**config.mk**
```make
export PLATFORM = sky130hd
export DESIGN_NAME = wbc_top
export DESIGN_NICKNAME = d
export VERILOG_FILES = /design/src/rtl/wbc_pkg.sv /design/src/rtl/wbc_dirty_pick.sv /design/src/rtl/wbc_store.sv /design/src/rtl/wbc_top.sv
export SDC_FILE = /design/constraint.sdc
export NUM_CORES = 2
export LEC_CHECK = 0
export BUFFER_PORTS_ARGS = -buffer_cell sky130_fd_sc_hd__buf_4
export CORE_UTILIZATION = 25
export CTS_BUF_LIST = sky130_fd_sc_hd__clkbuf_2
export DETAILED_ROUTE_END_ITERATION = 10
export PLACE_DENSITY = 0.36
export SLEW_MARGIN = 20
export SYNTH_ARGS = -nofsm -noshare
export SYNTH_HDL_FRONTEND = slang
export SYNTH_SLANG_ARGS = --single-unit
```
**constraint.sdc**
```tcl
create_clock -name clk -period 8.7 [get_ports clk]
set_input_delay 2.175 -clock clk [delete_from_list [all_inputs] [get_ports clk]]
set_output_delay 2.175 -clock clk [all_outputs]
set_load 0.02 [all_outputs]
```
**src/rtl/wbc_pkg.sv**
```systemverilog
// Package: shared controller state encoding for the data cache controller.
// Assumes: imported by wbc_top only; no other shared types are needed.
package wbc_pkg;

    typedef enum logic [3:0] {
        ST_IDLE,    // waiting for invalidate, flush or processor request
        ST_LOOK,    // tag compare for the held processor request
        ST_EVICT,   // writing modified words of the displaced line
        ST_FREQ,    // one-cycle fill request to memory
        ST_FILL,    // receiving fill beats
        ST_THRU,    // write-through / write-around word to memory
        ST_RESP,    // processor completion cycle
        ST_INV,     // invalidate one line
        ST_FLUSH,   // walk all lines, write modified words, clear
        ST_FDONE    // flush completion cycle
    } ctl_state_t;

endpackage

```
**src/rtl/wbc_dirty_pick.sv**
```systemverilog
// Module: wbc_dirty_pick
// Finds the lowest-numbered set bit in a line's modified-word mask so that
// only modified words are written out, lowest word first.
// Assumes: WORDS is a power of two and OFF_W = log2(WORDS).
module wbc_dirty_pick #(
    parameter int WORDS = 4,
    parameter int OFF_W = 2
) (
    input  logic [WORDS-1:0] mask,
    output logic             any,
    output logic [OFF_W-1:0] first
);

    // Priority select: scanning downward leaves the lowest set bit last.
    always_comb begin
        any   = |mask;
        first = '0;
        for (int i = WORDS - 1; i >= 0; i--) begin
            if (mask[i]) first = OFF_W'(i);
        end
    end

endmodule

```
**src/rtl/wbc_store.sv**
```systemverilog
// Module: wbc_store
// Holds tags, valid bits, per-word modified bits and line data of a
// direct-mapped cache. One combinational lookup port, plus separate
// command ports for data write, modified-bit set/clear, line install and
// line kill.
// Assumes: the controller never issues conflicting commands to the same
// bit in one cycle; valid and modified bits reset, tags and data do not.
module wbc_store #(
    parameter int LINES  = 16,
    parameter int WORDS  = 4,
    parameter int DATA_W = 32,
    parameter int TAG_W  = 10,
    parameter int IDX_W  = 4,
    parameter int OFF_W  = 2
) (
    input  logic              clk,
    input  logic              rst_n,
    // lookup
    input  logic [IDX_W-1:0]  lk_idx,
    input  logic [OFF_W-1:0]  lk_off,
    output logic [TAG_W-1:0]  lk_tag,
    output logic              lk_valid,
    output logic [WORDS-1:0]  lk_dirty,
    output logic [DATA_W-1:0] lk_word,
    // data word write
    input  logic              dw_en,
    input  logic [IDX_W-1:0]  dw_idx,
    input  logic [OFF_W-1:0]  dw_off,
    input  logic [DATA_W-1:0] dw_data,
    // modified bit set
    input  logic              ds_en,
    input  logic [IDX_W-1:0]  ds_idx,
    input  logic [OFF_W-1:0]  ds_off,
    // modified bit clear
    input  logic              dc_en,
    input  logic [IDX_W-1:0]  dc_idx,
    input  logic [OFF_W-1:0]  dc_off,
    // line install
    input  logic              tv_en,
    input  logic [IDX_W-1:0]  tv_idx,
    input  logic [TAG_W-1:0]  tv_tag,
    // line kill (valid and all modified bits cleared)
    input  logic              kill_en,
    input  logic [IDX_W-1:0]  kill_idx
);

    logic [TAG_W-1:0]  tag_q   [LINES];
    logic [LINES-1:0]  valid_q;
    logic [WORDS-1:0]  dirty_q [LINES];
    logic [DATA_W-1:0] data_q  [LINES][WORDS];

    // Lookup port reads the addressed line combinationally.
    always_comb begin
        lk_tag   = tag_q[lk_idx];
        lk_valid = valid_q[lk_idx];
        lk_dirty = dirty_q[lk_idx];
        lk_word  = data_q[lk_idx][lk_off];
    end

    // Valid and modified state, cleared by reset.
    always_ff @(posedge clk) begin
        if (!rst_n) begin
            valid_q <= '0;
            for (int l = 0; l < LINES; l++) dirty_q[l] <= '0;
        end else begin
            if (tv_en) valid_q[tv_idx] <= 1'b1;
            if (ds_en) dirty_q[ds_idx][ds_off] <= 1'b1;
            if (dc_en) dirty_q[dc_idx][dc_off] <= 1'b0;
            if (kill_en) begin
                valid_q[kill_idx] <= 1'b0;
                dirty_q[kill_idx] <= '0;
            end
        end
    end

    // Tag storage, written when a line is installed.
    always_ff @(posedge clk) begin
        if (tv_en) tag_q[tv_idx] <= tv_tag;
    end

    // Data storage, one word per cycle.
    always_ff @(posedge clk) begin
        if (dw_en) data_q[dw_idx][dw_off] <= dw_data;
    end

    // A line never holds modified words while invalid (kill clears both).
    for (genvar g = 0; g < LINES; g++) begin : g_line_chk
        a_r9_dirty_needs_valid: assert property (
            @(posedge clk) disable iff (!rst_n)
            (|dirty_q[g]) |-> valid_q[g]);
    end

endmodule

```
**src/rtl/wbc_top.sv**
```systemverilog
// Module: wbc_top
// Direct-mapped data cache controller. WRITE_BACK=1: store hits stay in the
// cache and mark the written word modified; store misses allocate; a
// displaced line writes back only its modified words. WRITE_BACK=0: stores
// always reach memory; store misses do not allocate. Also serves line
// invalidate and whole-cache flush requests.
// Assumes: requesters hold their request until the matching done/ready
// pulse; memory returns fill beats in ascending word order after a
// one-cycle mem_rd_req; word addresses throughout.
module wbc_top #(
    parameter int ADDR_W     = 16,
    parameter int DATA_W     = 32,
    parameter int LINES      = 16,
    parameter int WORDS      = 4,
    parameter bit WRITE_BACK = 1'b1
) (
    input  logic                        clk,
    input  logic                        rst_n,
    input  logic                        cpu_req,
    input  logic                        cpu_we,
    input  logic [ADDR_W-1:0]           cpu_addr,
    input  logic [DATA_W-1:0]           cpu_wdata,
    output logic                        cpu_ready,
    output logic [DATA_W-1:0]           cpu_rdata,
    input  logic                        inv_req,
    input  logic [ADDR_W-$clog2(WORDS)-1:0] inv_addr,
    output logic                        inv_done,
    input  logic                        flush_req,
    output logic                        flush_done,
    output logic                        mem_rd_req,
    output logic [ADDR_W-$clog2(WORDS)-1:0] mem_rd_addr,
    input  logic                        mem_rd_valid,
    input  logic [DATA_W-1:0]           mem_rd_data,
    output logic                        mem_wr_valid,
    output logic [ADDR_W-1:0]           mem_wr_addr,
    output logic [DATA_W-1:0]           mem_wr_data,
    input  logic                        mem_wr_ready
);

    import wbc_pkg::*;

    localparam int OFF_W = $clog2(WORDS);
    localparam int IDX_W = $clog2(LINES);
    localparam int TAG_W = ADDR_W - IDX_W - OFF_W;

    ctl_state_t        state_q, state_d;
    logic [IDX_W-1:0]  fl_idx_q;
    logic [OFF_W-1:0]  fcnt_q;
    logic [DATA_W-1:0] rdata_q;

    // address fields of the held requests
    logic [TAG_W-1:0]  req_tag, inv_tag;
    logic [IDX_W-1:0]  req_idx, inv_idx;
    logic [OFF_W-1:0]  req_off;

    // store interface
    logic [IDX_W-1:0]  lk_idx;
    logic [OFF_W-1:0]  lk_off;
    logic [TAG_W-1:0]  lk_tag;
    logic              lk_valid;
    logic [WORDS-1:0]  lk_dirty;
    logic [DATA_W-1:0] lk_word;
    logic              dw_en, ds_en, dc_en, tv_en, kill_en;
    logic [OFF_W-1:0]  dw_off;
    logic [DATA_W-1:0] dw_data;

    logic              any_dirty;
    logic [OFF_W-1:0]  pick;
    logic              hit, fill_last, merge_here;
    ctl_state_t        miss_nxt;

    // Split the request and invalidate addresses into their fields.
    always_comb begin
        req_tag = cpu_addr[ADDR_W-1 -: TAG_W];
        req_idx = cpu_addr[OFF_W +: IDX_W];
        req_off = cpu_addr[OFF_W-1:0];
        inv_tag = inv_addr[IDX_W +: TAG_W];
        inv_idx = inv_addr[IDX_W-1:0];
    end

    // Choose which line and word the lookup port addresses in each state.
    always_comb begin
        case (state_q)
            ST_INV:   lk_idx = inv_idx;
            ST_FLUSH: lk_idx = fl_idx_q;
            default:  lk_idx = req_idx;
        endcase
        lk_off = (state_q == ST_EVICT || state_q == ST_FLUSH) ? pick : req_off;
    end

    wbc_store #(
        .LINES (LINES), .WORDS (WORDS), .DATA_W (DATA_W),
        .TAG_W (TAG_W), .IDX_W (IDX_W), .OFF_W (OFF_W)
    ) u_store (
        .clk      (clk),
        .rst_n    (rst_n),
        .lk_idx   (lk_idx),
        .lk_off   (lk_off),
        .lk_tag   (lk_tag),
        .lk_valid (lk_valid),
        .lk_dirty (lk_dirty),
        .lk_word  (lk_word),
        .dw_en    (dw_en),
        .dw_idx   (req_idx),
        .dw_off   (dw_off),
        .dw_data  (dw_data),
        .ds_en    (ds_en),
        .ds_idx   (req_idx),
        .ds_off   (req_off),
        .dc_en    (dc_en),
        .dc_idx   (lk_idx),
        .dc_off   (pick),
        .tv_en    (tv_en),
        .tv_idx   (req_idx),
        .tv_tag   (req_tag),
        .kill_en  (kill_en),
        .kill_idx (lk_idx)
    );

    wbc_dirty_pick #(.WORDS (WORDS), .OFF_W (OFF_W)) u_pick (
        .mask  (lk_dirty),
        .any   (any_dirty),
        .first (pick)
    );

    // Hit test, fill progress and merge position for the held request.
    always_comb begin
        hit        = lk_valid && (lk_tag == req_tag);
        fill_last  = (fcnt_q == OFF_W'(WORDS - 1));
        merge_here = cpu_we && (fcnt_q == req_off);
        miss_nxt   = (lk_valid && any_dirty) ? ST_EVICT : ST_FREQ;
    end

    // Next-state and command decode of the controller.
    always_comb begin
        state_d      = state_q;
        dw_en        = 1'b0;
        ds_en        = 1'b0;
        dc_en        = 1'b0;
        tv_en        = 1'b0;
        kill_en      = 1'b0;
        cpu_ready    = 1'b0;
        inv_done     = 1'b0;
        flush_done   = 1'b0;
        mem_rd_req   = 1'b0;
        mem_wr_valid = 1'b0;
        case (state_q)
            ST_IDLE: begin
                if (inv_req)        state_d = ST_INV;
                else if (flush_req) state_d = ST_FLUSH;
                else if (cpu_req)   state_d = ST_LOOK;
            end
            ST_LOOK: begin
                if (!cpu_we) begin
                    state_d = hit ? ST_RESP : miss_nxt;
                end else if (WRITE_BACK) begin
                    if (hit) begin
                        dw_en   = 1'b1;
                        ds_en   = 1'b1;
                        state_d = ST_RESP;
                    end else begin
                        state_d = miss_nxt;
                    end
                end else begin
                    dw_en   = hit;
                    state_d = ST_THRU;
                end
            end
            ST_EVICT: begin
                if (any_dirty) begin
                    mem_wr_valid = 1'b1;
                    dc_en        = mem_wr_ready;
                end else begin
                    state_d = ST_FREQ;
                end
            end
            ST_FREQ: begin
                mem_rd_req = 1'b1;
                state_d    = ST_FILL;
            end
            ST_FILL: begin
                if (mem_rd_valid) begin
                    dw_en = 1'b1;
                    if (fill_last) begin
                        tv_en   = 1'b1;
                        ds_en   = cpu_we;
                        state_d = ST_RESP;
                    end
                end
            end
            ST_THRU: begin
                mem_wr_valid = 1'b1;
                if (mem_wr_ready) state_d = ST_RESP;
            end
            ST_RESP: begin
                cpu_ready = 1'b1;
                state_d   = ST_IDLE;
            end
            ST_INV: begin
                inv_done = 1'b1;
                kill_en  = lk_valid && (lk_tag == inv_tag);
                state_d  = ST_IDLE;
            end
            ST_FLUSH: begin
                if (lk_valid && any_dirty) begin
                    mem_wr_valid = 1'b1;
                    dc_en        = mem_wr_ready;
                end else begin
                    kill_en = 1'b1;
                    if (fl_idx_q == IDX_W'(LINES - 1)) state_d = ST_FDONE;
                end
            end
            ST_FDONE: begin
                flush_done = 1'b1;
                state_d    = ST_IDLE;
            end
            default: state_d = ST_IDLE;
        endcase
    end

    // Data routed to the store and to memory.
    always_comb begin
        dw_off      = (state_q == ST_FILL) ? fcnt_q : req_off;
        dw_data     = (state_q == ST_FILL && !merge_here) ? mem_rd_data : cpu_wdata;
        mem_rd_addr = {req_tag, req_idx};
        mem_wr_addr = (state_q == ST_THRU) ? cpu_addr : {lk_tag, lk_idx, pick};
        mem_wr_data = (state_q == ST_THRU) ? cpu_wdata : lk_word;
        cpu_rdata   = rdata_q;
    end

    // Controller state register.
    always_ff @(posedge clk) begin
        if (!rst_n) state_q <= ST_IDLE;
        else        state_q <= state_d;
    end

    // Flush line walker and fill beat counter.
    always_ff @(posedge clk) begin
        if (!rst_n) begin
            fl_idx_q <= '0;
            fcnt_q   <= '0;
        end else begin
            if (state_q == ST_IDLE)
                fl_idx_q <= '0;
            else if (state_q == ST_FLUSH && !(lk_valid && any_dirty))
                fl_idx_q <= fl_idx_q + 1'b1;
            if (state_q == ST_FREQ)
                fcnt_q <= '0;
            else if (state_q == ST_FILL && mem_rd_valid)
                fcnt_q <= fcnt_q + 1'b1;
        end
    end

    // Load data capture: cached word on a hit, matching beat on a fill.
    always_ff @(posedge clk) begin
        if (!rst_n) begin
            rdata_q <= '0;
        end else if (state_q == ST_LOOK && !cpu_we && hit) begin
            rdata_q <= lk_word;
        end else if (state_q == ST_FILL && mem_rd_valid && !cpu_we
                     && fcnt_q == req_off) begin
            rdata_q <= mem_rd_data;
        end
    end

    // ---------------- assertions ----------------
    a_r12_wr_hold: assert property (
        @(posedge clk) disable iff (!rst_n)
        (mem_wr_valid && !mem_wr_ready) |=>
            (mem_wr_valid && $stable(mem_wr_addr) && $stable(mem_wr_data)));

    a_r3_fill_pulse: assert property (
        @(posedge clk) disable iff (!rst_n)
        mem_rd_req |=> !mem_rd_req);

    a_r6_clean_before_fill: assert property (
        @(posedge clk) disable iff (!rst_n)
        mem_rd_req |-> !(lk_valid && (|lk_dirty)));

    a_r11_one_done: assert property (
        @(posedge clk) disable iff (!rst_n)
        $onehot0({cpu_ready, inv_done, flush_done}));

    if (!WRITE_BACK) begin : g_wt_chk
        a_r7_never_dirty: assert property (
            @(posedge clk) disable iff (!rst_n)
            lk_dirty == '0);
    end

endmodule

```
Word level (Yosys, flattened, before mapping)
Memory sizes are Yosys's and may differ from the RTL's.
Index checks and enable logic that the tools add are counted.
{"block": "op_classes", "mux": 88, "bitwise_logic": 10, "n_reduce_logical": 28, "n_eq_ne": 21, "order_cmp": 11, "addsub": 2}
{"op": "32-bit 2-to-1 mux", "n": 7}
{"op": "128-bit 2-to-1 mux", "n": 1}
{"op": "4-bit 2-to-1 mux", "n": 17}
{"op": "32-bit binary-select mux with 2-bit select", "n": 1}
{"op": "32-bit demux with 2-bit select", "n": 1}
{"op": "16-bit 2-to-1 mux", "n": 4}
{"op": "1-bit 2-to-1 mux", "n": 38}
{"op": "4-bit one-hot mux with 7 select lines", "n": 1}
{"op": "10-bit == test", "n": 2}
{"op": "16-bit AND", "n": 1}
{"op": "4-bit by 3-bit == test with 1-bit output (second input constant)", "n": 4}
{"op": "1-bit logical AND", "n": 16}
{"op": "16-bit inverter", "n": 1}
{"op": "16-bit bitwise OR", "n": 1}
{"op": "4-bit == test (second input constant)", "n": 3}
{"op": "2-bit 2-to-1 mux", "n": 6}
{"op": "4-bit OR reduction", "n": 3}
{"op": "4-bit by 5-bit < comparator with 1-bit output (second input constant)", "n": 2}
{"op": "2-bit inequality test (second input constant)", "n": 5}
{"op": "1-bit demux with 4-bit select", "n": 2}
{"op": "4-bit by 2-bit == test with 1-bit output (second input constant)", "n": 2}
{"op": "4-bit by 1-bit >= comparator with 1-bit output (second input constant)", "n": 2}
{"op": "1-bit one-hot mux with 2 select lines", "n": 4}
{"op": "4-bit one-hot mux with 2 select lines", "n": 1}
{"op": "other kinds (24)", "n": 35}
{"block": "totals", "mem_bits_rw": 2272, "mem_count": 3, "elab_cells": 168, "register_bits": 58, "output_inout_bits": 99}
{"memory": "u_store.data_q", "words": 16, "width": 128, "read_ports": 1, "rd_clocked_by_memory_dff": 0, "write_ports": 1, "line_no": "wbc_store.sv:50", "source": "logic [DATA_W-1:0] data_q [LINES][WORDS];"}
{"memory": "u_store.tag_q", "words": 16, "width": 10, "read_ports": 1, "rd_clocked_by_memory_dff": 0, "write_ports": 1, "line_no": "wbc_store.sv:47", "source": "logic [TAG_W-1:0] tag_q [LINES];"}
{"memory": "u_store.dirty_q", "words": 16, "width": 4, "read_ports": 1, "rd_clocked_by_memory_dff": 0, "write_ports": 16, "line_no": "wbc_store.sv:49", "source": "logic [WORDS-1:0] dirty_q [LINES];"}

Logic depth before layout (Yosys ltp)
An unclocked memory read counts as a cell.
{"block": "logic_depth", "word_depth": 15, "mapped_depth": 22, "depth_no_buf": 14}

Cells and area by module
From an unflattened synthesis, not the netlist that was laid out.
{"block": "unflattened", "cells_unflattened": 4331, "hier_area_um2": 91091.1}
{"module": "wbc_store", "area_each_um2": 87556.5, "cells_each": 3900, "n_inst": 1, "seq_area_each_um2": 67905.1}
{"module": "wbc_top", "area_each_um2": 3499.6, "cells_each": 424, "n_inst": 1, "seq_area_each_um2": 840.8}
{"module": "wbc_dirty_pick", "area_each_um2": 35.0, "cells_each": 7, "n_inst": 1, "seq_area_each_um2": 0.0}

Worst setup path after synthesis
OpenSTA, ideal clock, no wires.
{"block": "synth_path", "path_kind": "input -> output", "start": "in cpu_addr[2]", "end": "out mem_wr_data[17]", "arrival_time_ns": 5.670, "path_stages": 19, "slack_ns": 0.855, "required_ns": 6.525, "path_buffers": 10, "cell_sequence": "clkbuf_1 and3_4 nor2_8 inv_2 buf_2 buf_6 buf_6 buf_2 buf_2 clkbuf_1 clkbuf_1 buf_2 buf_2 nand2_1 a31oi_1 mux2i_1 o211ai_1 o21ai_0 o21ai_0"}
{"block": "synth_via", "elab_chain_cells": 12, "word_cells_on_any_way": 13}
{"element": "start: declaration", "line_no": "wbc_top.sv:21", "source": "input logic [ADDR_W-1:0] cpu_addr,"}
{"element": "4-bit one-hot mux with 2 select lines (*)", "line_no": "wbc_top.sv:83", "source": "case (state_q)"}
{"element": "memory read 16 x 4 bit"}
{"element": "2-bit 2-to-1 mux (4 in series)", "line_no": "wbc_dirty_pick.sv:19", "source": "if (mask[i]) first = OFF_W'(i);"}
{"element": "2-bit 2-to-1 mux", "line_no": "wbc_top.sv:88", "source": "lk_off = (state_q == ST_EVICT || state_q == ST_FLUSH) ? pick : req_off;"}
{"element": "2-bit inverter with 3-bit output (implied by the code)", "line_no": "wbc_store.sv:57", "source": "lk_word = data_q[lk_idx][lk_off];"}
{"element": "32-bit binary-select mux with 2-bit select (*)", "line_no": "wbc_store.sv:57"}
{"element": "32-bit 2-to-1 mux (implied by the code) (*) (2 in series)", "line_no": "wbc_store.sv:57"}
{"element": "32-bit 2-to-1 mux (*)", "line_no": "wbc_top.sv:227", "source": "mem_wr_data = (state_q == ST_THRU) ? cpu_wdata : lk_word;"}
{"element": "end: declaration", "line_no": "wbc_top.sv:36", "source": "output logic [DATA_W-1:0] mem_wr_data,"}
Every way passes the cells marked *; elsewhere a longest branch is shown, timed or not. The select of a mux whose other input is x is not followed.

Worst setup path in the final report
{"block": "layout_path", "start": "reg state_q[1]", "end": "out mem_wr_data[18]"}
{"block": "layout_via", "elab_chain_cells": 13, "word_cells_on_any_way": 18}
{"element": "start: declaration", "line_no": "wbc_top.sv:46", "source": "ctl_state_t state_q, state_d;"}
{"element": "start signal: assignment", "line_no": "wbc_top.sv:234", "source": "else state_q <= state_d;"}
{"element": "4-bit == test / 4-bit by 3-bit == test with 1-bit output (equally long branches)", "line_no": "wbc_top.sv:83, wbc_top.sv:88"}
{"element": "4-bit one-hot mux with 2 select lines", "line_no": "wbc_top.sv:83"}
{"element": "memory read 16 x 4 bit"}
{"element": "2-bit 2-to-1 mux (4 in series)", "line_no": "wbc_dirty_pick.sv:19"}
{"element": "2-bit 2-to-1 mux", "line_no": "wbc_top.sv:88"}
{"element": "2-bit inverter with 3-bit output (implied by the code)", "line_no": "wbc_store.sv:57"}
{"element": "32-bit binary-select mux with 2-bit select", "line_no": "wbc_store.sv:57"}
{"element": "32-bit 2-to-1 mux (implied by the code) (2 in series)", "line_no": "wbc_store.sv:57"}
{"element": "32-bit 2-to-1 mux (*)", "line_no": "wbc_top.sv:227"}
Marks and branches as above.

==> Implementation_results.wiki <==
{| class="wikitable"
! Metric !! Value
|-
| First-iteration detailed-routing DRC count || 6054
|-
| Max stage delay on crit path || 580 ps
|-
| FP Rows || 225
|-
| Kind of capture point of the worst setup path || primary output
|-
| Router iterations before antenna repair || 5
|-
| Core Region || 0.376 mm²
|-
| Number of top-level pins || 201
|-
| Worst relative slew slack || 22.8%
|-
| Pin count of the biggest net entering global routing || 129
|-
| TritonCTS clock tree || done
|-
| Total routed wirelength || 374000 µm
|-
| Number of H-tree levels || 6
|-
| Worst-path maximum fanout || 7
|-
| Clock transition time at the flip-flop clock pins of the worst setup and hold paths || 100 ps
|-
| Maximum achievable frequency || 0.117 GHz
|-
| Unrepaired setup endpoints after global routing || yes
|-
| Register bit count reported by yosys || 2330
|-
| CTS Root Cell || sky130_fd_sc_hd__clkbuf_2
|-
| Maximum ir drop on the vdd rail || 0.000292 V
|-
| Remaining antenna violation count || 0
|-
| Number of cells on the worst hold path || 3
|-
| Initial standard-cell utilization of the core || 25.2%
|-
| Placement-stage cell area || 0.106 mm²
|-
| Gpl congestion || 0.793
|-
| GRT Resource Usage Total || 18.9%
|-
| Die outline width || 618 µm
|-
| Global-route congestion overflow total || 0
|-
| Total nets after synthesis || 7006
|-
| Final setup fails || 0
|-
| Sequential cell area || 0.0694 mm²
|-
| Number of warning messages in the yosys log || 0
|-
| Worst-case clock skew || 175 ps
|-
| Type of the setup path with the least slack || reg2out
|-
| Most frequent cells in the layout || 2272 x sky130_fd_sc_hd__edfxtp_1, 1748 x sky130_fd_sc_hd__nand2_1, 948 x sky130_fd_sc_hd__clkbuf_2
|-
| Max-cap violations || 0
|-
| Wire length of the first global-routing pass || 512000 µm
|-
| Non-filler instance count after layout || 13204
|-
| Buffers from clock root to sink, at most || 4
|-
| Pwr/cell area || 255 mW/mm²
|-
| Detailed-placement wirelength estimate || 203000 µm
|-
| Critical path, cell by cell || or4b_4, and3_4, nor2_8, buf_12, mux4_2, nand2_2, nand4_1, buf_4, o31ai_4, buf_12, buf_12, buf_16, a311oi_1, buf_4, nor3_4, a21oi_4, mux2_2, buf_4
|-
| Post-Synthesis Cell Area || 0.0947 mm²
|-
| Number of standard cells after synthesis || 6902
|-
| Post-synth ARST share || 0%
|-
| Number of placed cells counting well taps || 11998
|-
| Vias || 64517
|-
| Worst endpoint data arrival time || 6400 ps
|-
| Total non-filler cell area in the finished layout || 0.115 mm²
|-
| Vias in the first global route || 63922
|-
| Final layout net count || 7872
|-
| Area Growth Syn to Fin || 21.6%
|-
| Insertion delay of the later-clocked pin in the worst-skew pair || 2160 ps
|-
| Total number of clock tree sinks || 2330
|-
| Max Transition Viols Final || 0
|-
| Most common library cell in the layout ignoring fill and taps || sky130_fd_sc_hd__edfxtp_1
|-
| Crit path required time || 6530 ps
|-
| Final min period || 8580 ps
|-
| Average wire length per cell after detail routing || 28.3 µm
|-
| Share of the yosys chip area belonging to registers || 73.3%
|-
| Critical path startpoint category || flop
|-
| Endpoints failing hold || 0
|-
| R2R depth || 19
|-
| Dominant delay contributor by cell family on the critical path || simple AND/OR/NAND/NOR gates
|-
| Die footprint || 0.381 mm²
|-
| Crit path buffers/inverters || 7
|-
| EDFF count, synth || 2272
|-
| Worst-Margin Slew || 1150 ps
|-
| Filler cell count in the final layout || 38064
|-
| Class of the worst hold path || in2reg
|-
| Area occupied by multi-input gates || 0.0253 mm²
|-
| Cell type of the slowest stage on the worst timing path || sky130_fd_sc_hd__or4b_4
|-
| Vertical die dimension || 618 µm
|-
| Average instance area after synthesis || 13.7 µm²
|-
| Tcrit/Tclk final || 98.6%
|-
| Total clock buffers created by CTS || 638
|-
| Netlist cell types || 85
|-
| Top FF cell, synth || sky130_fd_sc_hd__edfxtp_1
|-
| Result of the run || finished clean
|-
| Number of hold buffers added after cts || 0
|-
| DRC violations left || 0
|-
| P_leak || 39.9 nW
|-
| Number of buffers inserted by port buffering || 200
|-
| Number of logic stages on the critical path including buffering || 18
|-
| Detail-routed via count per cell || 4.89
|-
| Initial antenna violation count || 25
|-
| Share of layout cells above drive strength 1 || 27.1%
|}
[tightest hold or removal path: cells and delay by family]
| family | cells | cell delay, ps |
|---|---|---|
| AO/OA/AOI/OAI | 1 | 150 |
| buffers and inverters | 1 | 80 |
| AND/OR/NAND/NOR | 1 | 40 |
[final timing paths]
path,start,end,slack [ps]
worst min register to register,fcnt_q[1]$_SDFFE_PP0P_,fcnt_q[1]$_SDFFE_PP0P_,520
worst max-delay path,state_q[1]$_SDFFE_PN0P_,mem_wr_data[18],120
worst min-delay path,mem_rd_data[2],cpu_rdata[2]$_SDFFE_PN0P_,390
worst max register to register,state_q[1]$_SDFFE_PN0P_,u_store.data_q[1][121]$_DFFE_PP_,1910
[synthesized netlist by cell type (73+ instances only)]
master                     instances  area, µm²
sky130_fd_sc_hd__buf_2            73        365
sky130_fd_sc_hd__mux2i_1         110       1100
sky130_fd_sc_hd__a311oi_1        201       1760
sky130_fd_sc_hd__nand3_1         751       3760
sky130_fd_sc_hd__edfxtp_1       2272      68200
sky130_fd_sc_hd__and3_1          155        970
sky130_fd_sc_hd__clkbuf_1        328       1230
sky130_fd_sc_hd__nor2_1          225        845
sky130_fd_sc_hd__mux4_2          115       2590
sky130_fd_sc_hd__nand2_1        1754       6580
sky130_fd_sc_hd__o21ai_0          86        430
sky130_fd_sc_hd__a31oi_1          99        619
[where the power goes]
part / internal (mW) / leakage (nW) / switching, mW
combinational: 2.77 / 14.6 / 5.39
clock: 3.37 / 4.40 / 4.81
sequential: 13.0 / 20.9 / 0.0298
total: 19.1 / 39.9 / 10.2
[flip-flops by register name, summed over array words and instances (netlist names)]
name             flops
fcnt_q               2
u_store.data_q    2048
u_store.tag_q      160
u_store.dirty_q     64
u_store.valid_q     16
fl_idx_q             4
state_q              4
cpu_rdata           32
[layout make-up]
| cell class | instances | area share (%) |
|---|---|---|
| timing repair inverter | 2 | 0.0434 |
| antenna | 14 | 0.0304 |
| multi-input combinational | 4063 | 21.9 |
| timing repair buffer | 720 | 7.29 |
| sequential | 2330 | 60.2 |
| clock buffer | 948 | 4.12 |
| clock inverter | 120 | 0.862 |
| inverter | 13 | 0.0673 |
| tap | 4994 | 5.42 |
[stage by stage]
| stage | utilization (%) | TNS, ps | power (mW) | worst slack [ps] | hold slack (ps) |
|---|---|---|---|---|---|
| 2_1_floorplan | - | 0 | 16.5 | 855 | 485 |
| 4_1_cts | 30.3 | -3040 | 29.4 | -165 | 57.7 |
| 5_1_grt | 30.6 | -1680 | 30.7 | -139 | 253 |
| 6_report | 30.6 | 0 | 29.4 | 122 | 391 |
| 3_5_place_dp | 28.1 | -314 | 20.0 | -277 | 513 |
| 3_3_place_gp | 28.1 | -536 | 20.0 | -467 | 508 |
[cell families after synthesis]
| kind of cell | count (synthesis) | synth area share, % |
|---|---|---|
| compound gates | 720 | 5.79 |
| fa+ha+maj | 2 | 0.0264 |
| simple gates | 3048 | 14.0 |
| buf+inv | 509 | 2.24 |
| flops | 2330 | 73.3 |
| xor+xnor | 15 | 0.139 |
| mux | 278 | 4.53 |
[layer usage]
layer	part of all wire (%)	track usage, %
met5	0.013	0
met4	2.6	5.67
met3	6.1	3.33
met2	46	29.9
met1	45	26.2
[repair_timing]
item | CTS | global route
pin swaps | 56 | 46
resized for setup | 313 | 102
setup endpoints to repair | 44 | 33
setup buffers | 64 | 40
cloned | 22 | 11
Power figures use the tool's default switching activity.
